`src/rtl/pwr_alarm_ctl.sv`:
```
module pwr_alarm_ctl #(
  parameter int ADDR_W   = 8,
  parameter int DATA_W   = 32,
  parameter int NUM_WAKE = 4,
  parameter logic [ADDR_W-1:0] STAT_OFS = 8'h44,
  parameter logic [ADDR_W-1:0] IEN_OFS  = 8'h48,
  parameter logic [ADDR_W-1:0] PWR_OFS  = 8'h98,
  parameter int CTL_BIT  = 16,
  parameter int ARM_BIT  = 4,
  parameter int FLAG_BIT = 7
) (
  input  logic              clk,
  input  logic              rst_n,
  input  logic              wr_en,
  input  logic [ADDR_W-1:0] wr_addr,
  input  logic [DATA_W-1:0] wr_data,
  input  logic              alarm2_match,
  input  logic              main_alarm,
  input  logic [NUM_WAKE-1:0] wake_pins,
  output logic              pwr_en,
  output logic              alarm2_flag
);
  localparam int POL_LSB = NUM_WAKE;

  logic [NUM_WAKE-1:0] wen_q, pol_q, sync1_q, sync2_q;
  logic ctl_q, arm_q, flag_q, pwr_q;
  logic unused_bits;

  wire pwr_wr  = wr_en && (wr_addr == PWR_OFS);
  wire ien_wr  = wr_en && (wr_addr == IEN_OFS);
  wire stat_wr = wr_en && (wr_addr == STAT_OFS);
  wire a2_evt  = alarm2_match && arm_q;
  wire wake_hit = |((sync2_q ^ pol_q) & wen_q);

  assign unused_bits = ^wr_data;
  assign pwr_en      = pwr_q;
  assign alarm2_flag = flag_q;

  always_ff @(posedge clk or negedge rst_n)
    if (!rst_n) begin
      sync1_q <= '0;
      sync2_q <= '0;
    end else begin
      sync1_q <= wake_pins;
      sync2_q <= sync1_q;
    end

  always_ff @(posedge clk or negedge rst_n)
    if (!rst_n) begin
      wen_q <= '0;
      pol_q <= '1;
      ctl_q <= 1'b0;
      arm_q <= 1'b0;
    end else begin
      if (pwr_wr) begin
        wen_q <= wr_data[NUM_WAKE-1:0];
        pol_q <= wr_data[POL_LSB +: NUM_WAKE];
        ctl_q <= wr_data[CTL_BIT];
      end
      if (ien_wr) arm_q <= wr_data[ARM_BIT];
    end

  always_ff @(posedge clk or negedge rst_n)
    if (!rst_n)                           flag_q <= 1'b0;
    else if (a2_evt)                      flag_q <= 1'b1;
    else if (stat_wr && wr_data[FLAG_BIT]) flag_q <= 1'b0;

  always_ff @(posedge clk or negedge rst_n)
    if (!rst_n)                                   pwr_q <= 1'b1;
    else if (!ctl_q)                              pwr_q <= 1'b1;
    else if (pwr_q && a2_evt)                     pwr_q <= 1'b0;
    else if (!pwr_q && (wake_hit || main_alarm))  pwr_q <= 1'b1;

  AST_FLAG_SET: assert property (@(posedge clk) disable iff (!rst_n)
    a2_evt |=> alarm2_flag);
  AST_FLAG_CLEAR: assert property (@(posedge clk) disable iff (!rst_n)
    (stat_wr && wr_data[FLAG_BIT] && !a2_evt) |=> !alarm2_flag);
  AST_OFF_ON_ALARM2: assert property (@(posedge clk) disable iff (!rst_n)
    (ctl_q && pwr_en && a2_evt) |=> !pwr_en);
  AST_ONLY_ALARM2_OFF: assert property (@(posedge clk) disable iff (!rst_n)
    $fell(pwr_en) |-> $past(a2_evt && ctl_q));
  AST_WAKE_ON: assert property (@(posedge clk) disable iff (!rst_n)
    (ctl_q && !pwr_en && (wake_hit || main_alarm)) |=> pwr_en);
  AST_FORCE_ON: assert property (@(posedge clk) disable iff (!rst_n)
    !ctl_q |=> pwr_en);
endmodule

```
`config.mk`:
```
export PLATFORM = sky130hd
export DESIGN_NAME = pwr_alarm_ctl
export DESIGN_NICKNAME = d
export VERILOG_FILES = /design/src/rtl/pwr_alarm_ctl.sv
export SDC_FILE = /design/constraint.sdc
export NUM_CORES = 1
export LEC_CHECK = 0
export BUFFER_PORTS_ARGS = -buffer_cell sky130_fd_sc_hd__buf_2
export CAP_MARGIN = 40
export CORE_ASPECT_RATIO = 0.5
export CORE_MARGIN = 2
export CORE_UTILIZATION = 30
export DETAILED_ROUTE_END_ITERATION = 16
export PLACE_DENSITY_LB_ADDON = 0.3
export SYNTH_ARGS = -nofsm -noshare
export SYNTH_HDL_FRONTEND = slang
export SYNTH_SLANG_ARGS = --single-unit
```
`constraint.sdc`:
```
create_clock -name clk -period 1.99 [get_ports clk]
set_clock_uncertainty 0.2 [all_clocks]
set_input_delay 0 -clock clk [delete_from_list [all_inputs] [get_ports clk]]
set_output_delay 0 -clock clk [all_outputs]
set_load 0.01 [all_outputs]
```
==> flow_summary.toml, run 1 <==
[timing]
tightest_slew_ns = 0.450
finalHoldViolCount = 0
final-max-slew-violation-count = 0
tns_ns = 0
period_needed_ns = 1.72
rsz0062_at_grt = "no"
max_slew_margin = 0.696
max_freq_mhz = 582
post-route-period-util = 0.864
finalSetupViolCount = 0

[route]
dr.pass1.iters = 4
drtAntennaViolNets = 0
routedWlPerCell_um = 11.4
drc = 0
routed_wl_um = 1530
viasPerCell = 4.16
drt_iter0_drc = 30
vias = 557

[clock_tree]
post_cts_buffers = 0
tritoncts = "yes"
cts_buffer_depth = 2
hold_buffers = 19
clk_pin_slew_ns = 0.07
h-tree-depth = 1
cts-root-buf = "clkbuf_8"
cts_resized = 0
cts_sinks = 20
clock_latency_ns = 0.25
cts_buffers = 3

[die]
start_util = 0.309
num_rows = 13
io_pins = 51
core-area_mm2 = 0.00254
die-height_um = 40.2
die_area_mm2 = 0.00307
die-width_um = 76.3

[logic_synthesis]
ys.warnings.count = 0
yosys.area.top_type = "dfrtp_1"
synth_top_area_frac = 0.478
ys_seq_area_frac = 0.646
netlist_top_cells_area = "dfrtp_1 48%, dfstp_2 17%, mux2_2 14%"
netlist_area_um2 = 785
ys_ff_latch = 20
syn-instance-count = 47
synth.distinct_cells = 17
syn_area_per_cell_um2 = 16.7
syn_nets = 96

[global_routing]
grt_pass1_wl_um = 2570
grt_max_degree = 21
antenna_found_initial = 0
grt_use_met2 = 0.219
grt_pass1_vias = 590
use_met1 = 0.130
gr-usage-all-layers = 0.113
grt.busiest_layer = "met2"
grt_overflow = 0
use_met3 = 0.0338

[finish]
n_antenna_cell = 0
nets = 147
area_delta_synth_final_pct = 54.4
drive_gt1_frac = 0.505

[power]
cellLeakagePower_nw = 0.595
power_mw = 0.867
powerDensity_mw_per_mm2 = 716
vdd_drop_max_mv = 0.340

[place]
port_buffers = 27
gp_congestion = 0.638
hpwlAfterDp_um = 1080

[setup_path]
worstPathCellList = "dlygate4sd3_1 -> buf_2 -> nand4b_1 -> dlygate4sd3_1 -> mux2_2"
worstSetupPathType = "in2reg"
worstSetupStartpointType = "input pin"
arrival_ns = 1.66
regToRegEndpoint = "alarm2_flag$_DFFE_PN0P_"
r2r_setup_slack_ns = 0.51
worstReg2RegStart = "arm_q$_DFFE_PN0P_"
critical_path.slowest_cell = "dlygate4sd3_1"
ff2ff_path_depth = 2
path_max_fanout = 3
worst_path_largest_cell_delay_ns = 0.58
crit_family = "buffers and inverters"
cp.required_ns = 1.93
crit_path_end_kind = "register"
cp_num_buf_inv = 3
cp_common_cell = "dlygate4sd3_1"

[status]
status = "completed"

[job]
max-cap-violations = 0

[hold_path]
hold_path_class = "in2async"
==> worst register-to-register path, delay by kind of cell, from the launching register on <==
kind	cells	cell delay (ns)
AOI/OAI and AO/OA	1	0.21
buffers and inverters	1	0.56
DFF	1	0.39
==> power by group <==
group | total [mW] | leakage [nW] | internal, mW | switching, mW
Sequential | 0.448 | 0.240 | 0.435 | 0.0130
Combinational | 0.116 | 0.326 | 0.0746 | 0.0411
Clock | 0.303 | 0.0288 | 0.176 | 0.127
==> metrics by stage <==
step                area [µm²]   util  cells  worst slack [ns]  hold slack, ns
floorplan                  785      -     47             0.669          -0.496
global placement           966  0.381    111             0.599          -0.251
detailed placement         966  0.381    111             0.606          -0.233
CTS                       1210  0.477    134             0.274          0.0274
global route              1210  0.477    134             0.193          0.0542
finish                    1210  0.477    134             0.270          0.0124
==> cell usage after synthesis <==
master and number:
a222oi_1 1, xor2_1 4, nor3b_4 1, a2111oi_0 1
inv_1 1, and4_1 1, a21oi_1 1, dfstp_2 5
nand4_1 1, nor4b_1 1, nor2b_1 1, mux2_2 10
dfrtp_1 15, nand4b_4 1, a22o_1 1, nand4b_1 1
and4bb_2 1
==> cell type report <==
| cell class | count | area (µm²) |
|---|---|---|
| fill | 232 | 1330 |
| sequential | 20 | 507 |
| timing repair buffer | 46 | 325 |
| multi-input combinational | 26 | 274 |
| clock buffer | 4 | 55.1 |
| tap | 37 | 46.3 |
| inverter | 1 | 3.75 |
==> cell families (layout without fill, tap and decap cells) <==
family,count (synthesis),after routing,share of synthesized area
AOI/OAI and AO/OA,4,4,0.0415
DFF,20,20,0.646
xor gates and xnor gates,4,4,0.0447
buffers and inverters,1,51,0.00478
and+or+nand+nor,8,8,0.120
muxes,10,10,0.144
==> placed cells by master, fill, tap and decap left out, drive strengths merged <==
master       netlist  routed
dlygate4sd3        0      19
nor4b              1       1
dfstp              5       5
and4bb             1       1
inv                1       1
buf                0      27
clkbuf             0       4
dfrtp             15      15
a222oi             1       1
a22o               1       1
nor2b              1       1
a2111oi            1       1
nand4b             2       2
nand4              1       1
and4               1       1
mux2              10      10
nor3b              1       1
xor2               4       4
a21oi              1       1
==> sequential cells by signal, summed over array words and instances (netlist names) <==
| name | count |
|---|---|
| arm_q | 1 |
| pwr_en | 1 |
| alarm2_flag | 1 |
| wen_q | 4 |
| sync2_q | 4 |
| ctl_q | 1 |
| pol_q | 4 |
| sync1_q | 4 |
==> worst max path at each step <==
stage	start	to	depth (start not counted)
after global routing	wr_addr[2]	arm_q$_DFFE_PN0P_	5
after global placement	pol_q[2]$_DFFE_PN1P_	pwr_en$_DFFE_PN1P_	3
after floorplan	pol_q[2]$_DFFE_PN1P_	pwr_en$_DFFE_PN1P_	3
after CTS	wr_addr[2]	arm_q$_DFFE_PN0P_	5
final	wr_addr[2]	arm_q$_DFFE_PN0P_	5
after detailed placement	pol_q[1]$_DFFE_PN1P_	pwr_en$_DFFE_PN1P_	3
==> metal layers <==
layer	part of all wire	vias to the layer above
met5	0	-
met4	0	0
met3	0.029	0
met2	0.52	9
met1	0.45	271
li1	-	277
Power figures use the tool's default switching activity.
==> run 2: changes to the inputs <==
- ABC_AREA: not set -> 1
- ABC_CLOCK_PERIOD_IN_PS: not set -> 1990
==> run 2 against run 1 <==
Combinational power rose by 8%. Non-clock buffer count rose by 10. Global-route usage rose by 2.6 points.
==> flow_summary.toml, run 2 <==
[setup_path]
worst_path_largest_cell_delay_ns = 0.56
crit_start = "wr_addr[5]"
crit_path_end_kind = "register"
critical_path.slowest_cell = "dlygate4sd3_1"
cp.required_ns = 1.93
path_max_fanout = 2
arrival_ns = 1.76
worstSetupPathType = "in2reg"
worstReg2RegStart = "pol_q[0]$_DFFE_PN1P_"
worstSetupStartpointType = "input pin"
worstPathCellList = "buf_2 -> dlygate4sd3_1 -> nor3_2 -> nand2_1 -> o21ai_0 -> nand2_1 -> dlygate4sd3_1"
crit_family = "buffers and inverters"
cp_num_buf_inv = 3

[clock_tree]
cts_buffer_depth = 2
clock_latency_ns = 0.26
tritoncts = "yes"
clk_pin_slew_ns = 0.07
cts-root-buf = "clkbuf_8"
h-tree-depth = 1
cts_sinks = 20
cts_buffers = 3
post_cts_buffers = 0

[place]
port_buffers = 27
dpl_cell_area_mm2 = 0.00102
hpwlAfterDp_um = 1190
gp_congestion = 0.684

[route]
dr.pass1.iters = 4
drt_iter0_drc = 39
drtAntennaViolNets = 0
viasPerCell = 4.09
routedWlPerCell_um = 9.87
routed_wl_um = 1840
vias = 761
drc = 0

[finish]
drive_gt1_frac = 0.302
final_common_cell = "nand2_1"
nets = 199
n_antenna_cell = 0
area_delta_synth_final_pct = 63.7
layout.cells.most_common_list = "32 x nand2_1, 29 x dlygate4sd3_1, 27 x buf_2"
stdcell_area_mm2 = 0.00137

[logic_synthesis]
syn_area_per_cell_um2 = 9.38
syn_nets = 138
yosys-top-cells-count = "32 x nand2_1, 15 x dfrtp_1, 11 x nand3_1"
ys.flop_type = "dfrtp_1"
netlist_area_um2 = 835
netlist_top_cells_area = "dfrtp_1 45%, dfstp_2 16%, nand2_1 14%"
synth.distinct_cells = 16
synth_edf_count = 0
synth_most_common_cell = "nand2_1"
async_flop_share = 1.00
ys_seq_area_frac = 0.607
syn-instance-count = 89
ys.warnings.count = 0
yosys.area.top_type = "dfrtp_1"
synth_top_area_frac = 0.450
ys_ff_latch = 20

[timing]
finalHoldViolCount = 0
tightest_slew_ns = 0.478
period_needed_ns = 1.81
rsz0062_at_grt = "no"
max_slew_margin = 0.681
max_freq_mhz = 552
finalSetupViolCount = 0
tns_ns = 0
final-max-slew-violation-count = 0
post-route-period-util = 0.911

[power]
cellLeakagePower_nw = 0.656
vdd_drop_max_mv = 0.291
powerDensity_mw_per_mm2 = 644

[global_routing]
gr-usage-all-layers = 0.139
grt_pass1_vias = 764
use_met1 = 0.158
use_met3 = 0.0474
antenna_found_initial = 0
grt_max_degree = 21
grt.busiest_layer = "met2"
grt_pass1_wl_um = 3270
grt_use_met2 = 0.252
grt_overflow = 0

[die]
core-area_mm2 = 0.00262
num_rows = 13
start_util = 0.319
die-width_um = 78.6
die_area_mm2 = 0.00325
io_pins = 51
die-height_um = 41.3

[job]
max-cap-violations = 0

[hold_path]
hold_path_class = "in2async"

[status]
status = "completed"
==> run 2: cell count changes after synthesis, moves of 2 or more <==
cell | previous run | this run
nand2_1 | 0 | 32
nand3_1 | 0 | 11
mux2_2 | 10 | 0
nor2_1 | 0 | 9
inv_1 | 1 | 5
xor2_1 | 4 | 0
nand2_2 | 0 | 2
nor3_4 | 0 | 2
==> run 2: power breakdown <==
part,switching (mW),internal [mW]
Combinational,0.0540,0.0711
Sequential,0.0110,0.435
Clock,0.133,0.176
Total,0.198,0.682
==> run 2: area by class of cell <==
| type | count | area, µm² |
|---|---|---|
| tap | 37 | 46.3 |
| fill | 261 | 1250 |
| multi-input combinational | 64 | 314 |
| sequential | 20 | 507 |
| timing repair buffer | 56 | 425 |
| clock buffer | 4 | 55.1 |
| inverter | 5 | 18.8 |
==> run 2: per-stage QoR <==
stage               power [mW]  hold slack, ns   util  instances  worst slack (ns)
floorplan                0.489          -0.496      -         89             0.841
global placement         0.537          -0.231  0.388        153             0.645
detailed placement       0.539          -0.231  0.388        153             0.623
CTS                      0.889         0.00825  0.520        186             0.183
global route             0.930          0.0277  0.522        186            0.0549
finish                   0.880         0.00600  0.522        186             0.177
==> run 2: logic make-up after synthesis <==
family | Yosys count | share of synthesized area
AO/OA/AOI/OAI | 4 | 0.0315
AND/OR/NAND/NOR | 60 | 0.339
buffers and inverters | 5 | 0.0225
flip-flops | 20 | 0.607
==> run 2: timing repair <==
item,in CTS,in global routing
setup endpoints to repair,0,1
endpoints found under the hold margin,36,0
gates resized for setup,0,1
hold buffers,29,0
==> run 2: worst paths after layout <==
| kind | endpoint | cells past startpoint | slack, ns |
|---|---|---|---|
| worst max register to register | pol_q[0]$_DFFE_PN1P_ | 3 | 0.52 |
| worst min-delay path | sync1_q[1]$_DFF_PN0_ | 2 | 0.006 |
| max in group asynchronous | pol_q[3]$_DFFE_PN1P_ | 2 | 1.24 |
| min in group clk | wen_q[3]$_DFFE_PN0P_ | 5 | 0.01 |
| worst min register to register | sync2_q[2]$_DFF_PN0_ | 0 | 0.15 |
| worst max-delay path | alarm2_flag$_DFFE_PN0P_ | 7 | 0.18 |
==> run 2: per-layer routing <==
| metal | wire [µm] | vias to the layer above | part of all wire |
|---|---|---|---|
| met4 | 34 | 0 | 0.019 |
| met2 | 762 | 20 | 0.42 |
| met3 | 96 | 4 | 0.052 |
| met1 | 943 | 335 | 0.51 |
| met5 | 0 | - | 0 |
| li1 | - | 402 | - |
==> run 2: worst register-to-register path, stage by stage (launching register included) <==
cell and delay [ns]:
dfstp_2 0.55, nand2_2 0.06, o21ai_2 0.05, dlygate4sd3_1 0.56
==> run 3: changes to the inputs <==
- ABC_CLOCK_PERIOD_IN_PS: 1990 -> 1800
- clock period: 1.99 -> 1.8 ns (I/O delays scaled with it)
==> run 3 against run 2 <==
Setup slack improved by 0.033 ns. Register-to-register slack got worse by 0.18 ns. Critical endpoint is now ctl_q$_DFFE_PN0P_. Combinational power increased by 7%. Global-route usage decreased by 0.84 points. Critical path depth increased by 1. Utilization increased by 0.72 points. Critical path type unchanged. Largest cell class unchanged. Via count increased by 2.4%.
==> flow_summary.toml, run 3 (same netlist as run 2, synthesis figures left out) <==
[status]
status = "completed"

[hold_path]
hold_path_class = "in2async"

[global_routing]
grt_max_degree = 21
grt_pass1_vias = 745
grt_overflow = 0
gr-usage-all-layers = 0.131
antenna_found_initial = 0
grt_pass1_wl_um = 3040

[route]
drt_iter0_drc = 26
viasPerCell = 4.17
wl_met2_um = 802
routed_wl_um = 1770
drc = 0
wl_met1_um = 846
vias = 779
dr.pass1.iters = 4
drtAntennaViolNets = 0
routedWlPerCell_um = 9.49
top_layer = "met4"
wl_met3_um = 106

[clock_tree]
cts_buffer_depth = 2
cts_sinks = 20
h-tree-depth = 1
clk_pin_slew_ns = 0.07
clock_latency_ns = 0.26
cts-root-buf = "clkbuf_8"
cts_buffers = 3
tritoncts = "yes"
post_cts_buffers = 0

[die]
num_rows = 13
die_area_mm2 = 0.00325
io_pins = 51
core-area_mm2 = 0.00262
die-width_um = 78.6
start_util = 0.319
die-height_um = 41.3

[power]
powerDensity_mw_per_mm2 = 773
cellLeakagePower_nw = 0.664
vdd_drop_max_mv = 0.481
power.share.clock = 0.413
pwr-share-seq = 0.462
p_comb_frac = 0.125
intPower_mw = 0.855
p_switching_mw = 0.216
p_sw_frac = 0.202

[setup_path]
worstSetupPathType = "in2reg"
crit_path_end_kind = "register"
arrival_ns = 1.54
path_max_fanout = 9
ff2ff_path_depth = 3
endpoint = "ctl_q$_DFFE_PN0P_"
worstSetupStartpointType = "input pin"
cp.required_ns = 1.75
worstReg2RegStart = "pol_q[0]$_DFFE_PN1P_"
r2r_setup_slack_ns = 0.34
regToRegEndpoint = "pol_q[0]$_DFFE_PN1P_"
crit_start = "wr_addr[5]"

[place]
placedCellCount = 154
hpwlAfterDp_um = 1200
port_buffers = 27
dpl_cell_area_mm2 = 0.00102
gp_congestion = 0.696

[timing]
tns_ns = 0
rsz0062_at_grt = "no"
tightest_slew_ns = 0.449
post-route-period-util = 0.883
period_needed_ns = 1.59
max_freq_mhz = 629
finalSetupViolCount = 0
finalHoldViolCount = 0
final-max-slew-violation-count = 0
max_slew_margin = 0.700

[finish]
fillers = 256
drive_gt1_frac = 0.300
stdcell_count = 187
nets = 200
final_common_cell = "nand2_1"
n_antenna_cell = 0
stdcell_area_mm2 = 0.00139
layout.cells.most_common_list = "32 x nand2_1, 29 x dlygate4sd3_1, 27 x buf_2"
area_delta_synth_final_pct = 66.0

[job]
max-cap-violations = 0
## run 3: cell types whose count changed in the layout (fill, tap and decap cells not counted)
| cell | before | now |
|---|---|---|
| bufinv_16 | 0 | 1 |
| nor3_2 | 1 | 0 |
| buf_4 | 0 | 1 |
| nor3_1 | 0 | 1 |
| clkbuf_8 | 4 | 3 |
## run 3: repair_timing
action | CTS | global route
hold buffers | 29 | 0
endpoints found under the hold margin | 36 | 0
gates resized for setup | 0 | 0
## run 3: how the worst min path moves through the flow
stage          start                       to  slack [ns]
2_1_floorplan  rst_n  alarm2_flag$_DFFE_PN0P_       -0.50
3_3_place_gp   rst_n     sync1_q[1]$_DFF_PN0_       -0.23
3_5_place_dp   rst_n     sync1_q[1]$_DFF_PN0_       -0.23
4_1_cts        rst_n     sync1_q[1]$_DFF_PN0_        0.02
5_1_grt        rst_n     sync1_q[1]$_DFF_PN0_        0.06
6_report       rst_n     sync1_q[1]$_DFF_PN0_        0.01
## run 3: power by group through the flow
stage	Combinational (mW)	Clock (mW)	Sequential, mW
floorplan	0.0358	0	0.505
global placement	0.0925	0	0.502
detailed placement	0.0938	0	0.503
CTS	0.136	0.452	0.494
global route	0.152	0.471	0.498
finish	0.134	0.442	0.495
## run 3: final cells by class
type                            instances  area [µm²]  share of cell area
Sequential cell                        20         507               0.366
Inverter                                5        18.8              0.0136
Timing Repair Buffer                   57         433               0.313
Clock buffer                            3        41.3              0.0298
Clock inverter                          1        30.0              0.0217
Multi-Input combinational cell         64         309               0.223
Tap cell                               37        46.3              0.0334
## run 3: through the flow
stage	hold WS, ns	total power [mW]	util	setup WS (ns)
finish	0.0105	1.07	0.529	0.210
global route	0.0637	1.12	0.529	0.0623
CTS	0.0184	1.08	0.529	0.206
detailed placement	-0.233	0.596	0.391	0.571
global placement	-0.230	0.594	0.391	0.569
floorplan	-0.496	0.540	-	0.651
## run 3: layer usage
layer  track usage  vias up
met5             0        -
met4        0.0526        0
met3        0.0388        2
met2         0.254       24
met1         0.144      350
li1              -      403
## run 3: critical path, cell delays in order
cell	delay (ns)
buf_2	0.10
inv_1	0.04
nand2_1	0.07
nor3_4	0.36
nand2_4	0.10
dlygate4sd3_1	0.70
nand2_1	0.11
nand2_1	0.05
